[src/rtl/cwa_pkg.sv]
package cwa_pkg;
  localparam int CWA_COMMA_LEN = 7;
  // Comma prefix with the earliest received bit in bit 0 (negative disparity form).
  localparam logic [CWA_COMMA_LEN-1:0] CWA_COMMA_NEG = 7'b1111100;

  function automatic logic cwa_is_comma(input logic [CWA_COMMA_LEN-1:0] s);
    return (s == CWA_COMMA_NEG) || (s == ~CWA_COMMA_NEG);
  endfunction
endpackage

[src/rtl/cwa_arm_sync.sv]
module cwa_arm_sync #(
  parameter int STAGES = 3
) (
  input  logic clk,
  input  logic rst_n,
  input  logic arm_async,
  output logic rise,
  output logic fall
);
  logic [STAGES-1:0] chain_q;
  logic              last_q;

  always_ff @(posedge clk) begin
    if (!rst_n) begin
      chain_q <= '0;
      last_q  <= 1'b0;
    end else begin
      chain_q <= {chain_q[STAGES-2:0], arm_async};
      last_q  <= chain_q[STAGES-1];
    end
  end

  assign rise = chain_q[STAGES-1] & ~last_q;
  assign fall = ~chain_q[STAGES-1] & last_q;
endmodule

[src/rtl/cwa_comma_scan.sv]
module cwa_comma_scan #(
  parameter int W     = 10,
  parameter int OFF_W = $clog2(W)
) (
  input  logic [2*W-1:0]   win,
  output logic             hit,
  output logic [OFF_W-1:0] hit_off
);
  import cwa_pkg::*;

  logic [W-1:0] match;

  for (genvar k = 0; k < W; k++) begin : g_pos
    assign match[k] = cwa_is_comma(win[k +: CWA_COMMA_LEN]);
  end

  // Lowest matching offset wins.
  always_comb begin
    hit_off = '0;
    for (int k = W - 1; k >= 0; k--) begin
      if (match[k]) hit_off = OFF_W'(k);
    end
  end

  assign hit = |match;
endmodule

[src/rtl/cwa_lock_ctrl.sv]
module cwa_lock_ctrl #(
  parameter int OFF_W = 4
) (
  input  logic             clk,
  input  logic             rst_n,
  input  logic             rise,
  input  logic             fall,
  input  logic             accept,
  input  logic             hit,
  input  logic [OFF_W-1:0] hit_off,
  output logic             locked,
  output logic [OFF_W-1:0] use_off
);
  logic             searching_q;
  logic             have_q;
  logic [OFF_W-1:0] offset_q;
  logic             capture;

  assign capture = searching_q && !rise && !fall && accept && hit;
  assign use_off = capture ? hit_off : offset_q;
  assign locked  = have_q && !searching_q;

  always_ff @(posedge clk) begin
    if (!rst_n) begin
      searching_q <= 1'b0;
      have_q      <= 1'b0;
      offset_q    <= '0;
    end else if (capture) begin
      offset_q    <= hit_off;
      have_q      <= 1'b1;
      searching_q <= 1'b0;
    end else if (rise) begin
      searching_q <= 1'b1;
    end else if (fall) begin
      searching_q <= 1'b0;
    end
  end

  a_r4_rise_starts_search: assert property (@(posedge clk) disable iff (!rst_n)
    rise |=> searching_q);
  a_r6_offset_frozen: assert property (@(posedge clk) disable iff (!rst_n)
    !searching_q |=> $stable(offset_q));
  a_r5_lock_from_search: assert property (@(posedge clk) disable iff (!rst_n)
    $rose(locked) |-> $past(searching_q));
endmodule

[src/rtl/comma_word_aligner.sv]
module comma_word_aligner #(
  parameter int W           = 10,
  parameter int SYNC_STAGES = 3
) (
  input  logic         clk,
  input  logic         rst_n,
  input  logic         arm_async,
  input  logic [W-1:0] raw_data,
  input  logic         raw_valid,
  output logic         raw_ready,
  output logic [W-1:0] out_data,
  output logic         out_valid,
  input  logic         out_ready,
  output logic         locked
);
  localparam int OFF_W = $clog2(W);

  logic             rise, fall, accept, hit;
  logic [OFF_W-1:0] hit_off, use_off;
  logic [W-1:0]     prev_q;
  logic [2*W-1:0]   win;

  assign raw_ready = !out_valid || out_ready;
  assign accept    = raw_valid && raw_ready;
  assign win       = {raw_data, prev_q};

  cwa_arm_sync #(.STAGES(SYNC_STAGES)) u_sync (
    .clk(clk), .rst_n(rst_n), .arm_async(arm_async), .rise(rise), .fall(fall));

  cwa_comma_scan #(.W(W), .OFF_W(OFF_W)) u_scan (
    .win(win), .hit(hit), .hit_off(hit_off));

  cwa_lock_ctrl #(.OFF_W(OFF_W)) u_lock (
    .clk(clk), .rst_n(rst_n), .rise(rise), .fall(fall), .accept(accept),
    .hit(hit), .hit_off(hit_off), .locked(locked), .use_off(use_off));

  always_ff @(posedge clk) begin
    if (!rst_n) begin
      prev_q    <= '0;
      out_data  <= '0;
      out_valid <= 1'b0;
    end else if (accept) begin
      prev_q    <= raw_data;
      out_data  <= win[use_off +: W];
      out_valid <= 1'b1;
    end else if (out_ready) begin
      out_valid <= 1'b0;
    end
  end

  a_r8_hold_stalled: assert property (@(posedge clk) disable iff (!rst_n)
    (out_valid && !out_ready) |=> (out_valid && $stable(out_data)));
  a_r2_accept_emits: assert property (@(posedge clk) disable iff (!rst_n)
    (raw_valid && raw_ready) |=> out_valid);
endmodule

[config.mk]
export PLATFORM = sky130hd
export DESIGN_NAME = comma_word_aligner
export DESIGN_NICKNAME = d
export VERILOG_FILES = /design/src/rtl/cwa_pkg.sv /design/src/rtl/cwa_arm_sync.sv /design/src/rtl/cwa_comma_scan.sv /design/src/rtl/cwa_lock_ctrl.sv /design/src/rtl/comma_word_aligner.sv
export SDC_FILE = /design/constraint.sdc
export NUM_CORES = 1
export LEC_CHECK = 0
export BUFFER_PORTS_ARGS = -buffer_cell sky130_fd_sc_hd__buf_2
export CELL_PAD_IN_SITES_DETAIL_PLACEMENT = 0
export CELL_PAD_IN_SITES_GLOBAL_PLACEMENT = 1
export CORE_ASPECT_RATIO = 1.25
export CORE_UTILIZATION = 30
export CTS_CLUSTER_DIAMETER = 200
export DETAILED_ROUTE_END_ITERATION = 16
export PLACE_DENSITY = 0.65
export RECOVER_POWER = 100
export SLEW_MARGIN = 20
export SYNTH_ARGS = -nofsm -noshare
export SYNTH_HDL_FRONTEND = slang
export SYNTH_SLANG_ARGS = --single-unit
[constraint.sdc]
create_clock -name clk -period 7.6 [get_ports clk]
set_input_delay 0.38 -clock clk [delete_from_list [all_inputs] [get_ports clk]]
set_output_delay 0.38 -clock clk [all_outputs]
set_load 0.02 [all_outputs]
==> flow_summary.yaml <==
run_status:
  status: "finished clean"
synthesis:
  yosysSeqAreaShare_pct: 23.8
  ys_warn_count: 0
  syn_nets: 345
  yosysUniqueCellTypes: 70
  avgSynthCellArea_um2: 7.95
  async_flop_share_pct: 0
  ys_ff_latch: 31
  synth_edf_count: 0
  synth_area_um2: 2610
  synth_ff_type: "dfxtp_1"
  syn_inst: 328
placed_design:
  dpl_cell_area_um2: 2760
  place_ws_ns: 3.89
  buffer_ports.inserted: 27
  gp_congestion: 0.844
  dpl.cell_count: 429
  post-dp-hpwl_um: 5920
clocking:
  clk_path_buf_depth: 2
  htree_levels: 2
  cts_setup_buffers: 0
  cts_tree: "yes"
  cts_sinks: 31
  cts_resized: 0
  cts_hold_buf: 0
  path_clk_slew_ns: 0.08
  cts-root-buf: "clkbuf_8"
  numCtsBuffers: 5
  clkLatencyLatePin_ns: 0.29
final_layout:
  fill_cells: 906
  register_area_um2: 621
  insertedDiodeCount: 0
  final_cells: 437
  drive_gt1_share_pct: 13.2
  multiInputGateArea_um2: 1780
  final_common_cell: "nand2_1"
  area_growth_pct: 8.30
  fin_util_pct: 33.9
  mostFrequentLayoutCells: "36 x nand2_1, 31 x dfxtp_1, 25 x mux2i_1"
  final_nets: 356
  fin_area_um2: 2830
timing:
  period_minus_slack_ns: 4.73
  whs_ns: 0.308
  postLayoutSetupSlackWorst_ns: 2.87
  slew_headroom_pct: 0.995
  post-route-period-util_pct: 62.2
  setup_tns_ns: 0
  rsz0062_at_grt: "no"
  tightestPinTransition_ns: 1.49
  clock.fmax_mhz: 211
  slew_violations: 0
  fin_worst_skew_ns: 0.00645
  hold_violations: 0
  setup_violations: 0
route:
  vias_per_cell: 5.85
  first_iter_violations: 203
  top_layer_used: "met4"
  drtAntennaViolNets: 0
  routed_wl_um: 8210
  wl_per_cell_um: 18.8
  drc: 0
  wl_met3_um: 298
  dr_wl_met2_um: 3920
  dr.pass1.iters: 4
  vias: 2555
  wl_met1_um: 3710
floorplanning:
  die-area_um2: 9080
  coreArea_um2: 8330
  row_count: 37
  die_width_um: 85.4
  die_h_um: 106
  initial_core_util_pct: 31.3
  pin_count: 28
worst_setup_path:
  cp_max_fo: 30
  reg2reg_from: "prev_q[4]"
  arrival_ns: 4.91
  cp_slowest_cell: "clkbuf_1"
  slowest_delay_ns: 1.08
  worst-endpoint-required_ns: 7.78
  worstSetupEndpointType: "flop"
  worstSetupStartpoint: "prev_q[4]"
  crit_chain: "nor3b_1 > and3_1 > or3_1 > a21oi_1 > a21oi_1 > o21ai_2 > clkbuf_1 > clkinv_1 > o211ai_1 > a21oi_1 > o221a_1"
  worst_path_most_repeated_cell: "a21oi_1"
  path_class: "reg -> reg"
  start_kind: "flop"
global_route:
  grt_usage_pct: 19.2
  antenna_found_initial: 0
  grt_pass1_wl_um: 13500
  grt_overflow: 0
  grt_pass1_vias: 2577
  grt_max_degree: 31
run:
  maxCapViolCount: 0
power_and_ir_drop:
  p_per_area_nw_per_um2: 152
  power.total_mw: 0.430
  ir_drop_uv: 61.9
  static-leakage-power_nw: 1.03
hold_path:
  min_path_type: "in -> reg"
  holdCritStartpoint: "arm_async"
[worst max-delay path, delay by kind of cell, from the launching register on]
family / cells / cell delay (ns)
buf+inv: 2 / 1.73
compound gates: 6 / 1.53
simple gates: 3 / 0.73
flops: 1 / 0.61
[final timing paths]
path	end	slack, ns	depth (start not counted)
max reg2reg	out_data[6]	2.87	11
max	out_data[6]	2.87	11
min reg2reg	u_sync.chain_q[1]	0.45	1
min	u_sync.chain_q[0]	0.31	2
[metal layers]
layer	up-vias	global-route usage [%]
met5	-	0
met1	1214	24.5
li1	1253	-
met4	0	8.45
met2	72	31.8
met3	16	3.11
[area by class of cell]
class / instances / share of cell area [%]
inverters: 10 / 1.33
multi-input cells: 259 / 62.9
repair buffers: 32 / 5.36
flip-flops and latches: 31 / 22.0
clock inverters: 2 / 1.24
well taps: 97 / 4.30
clock buffers: 6 / 2.92
[flip-flops by register name, summed over array words and instances, names as in the netlist]
signal	count
out_data	10
prev_q	10
u_lock.offset_q	4
u_sync.chain_q	3
out_valid	1
u_lock.have_q	1
u_lock.searching_q	1
u_sync.last_q	1
[Yosys cell counts (all sizes together), types with 5 or more instances]
master  count  share of area (%)
a211oi      5                1.4
a21oi      24                5.2
a31oi       9                2.2
and2        6                1.4
buf        17                3.8
clkbuf     11                1.6
dfxtp      31                 24
inv         8                1.2
mux2        7                3.0
mux2i      25                9.6
nand2      36                5.3
nand3      20                3.8
nand4       5                1.2
nor2       25                3.9
nor3        5               0.96
o211ai      9                3.0
o21ai      17                3.4
[power breakdown]
part           total [mW]  internal [mW]  leakage, nW  switching [mW]
Sequential          0.181          0.170        0.254          0.0114
Clock               0.180          0.106       0.0612          0.0734
Combinational      0.0693         0.0250        0.713          0.0443
[logic make-up after synthesis]
logic type	synth area share (%)
and+or+nand+nor	27.5
AOI/OAI and AO/OA	25.8
DFF	23.8
buffers and inverters	6.81
muxes	15.2
adders and majority gates	0.959
Note: power is estimated with default switching activity, not from simulation.
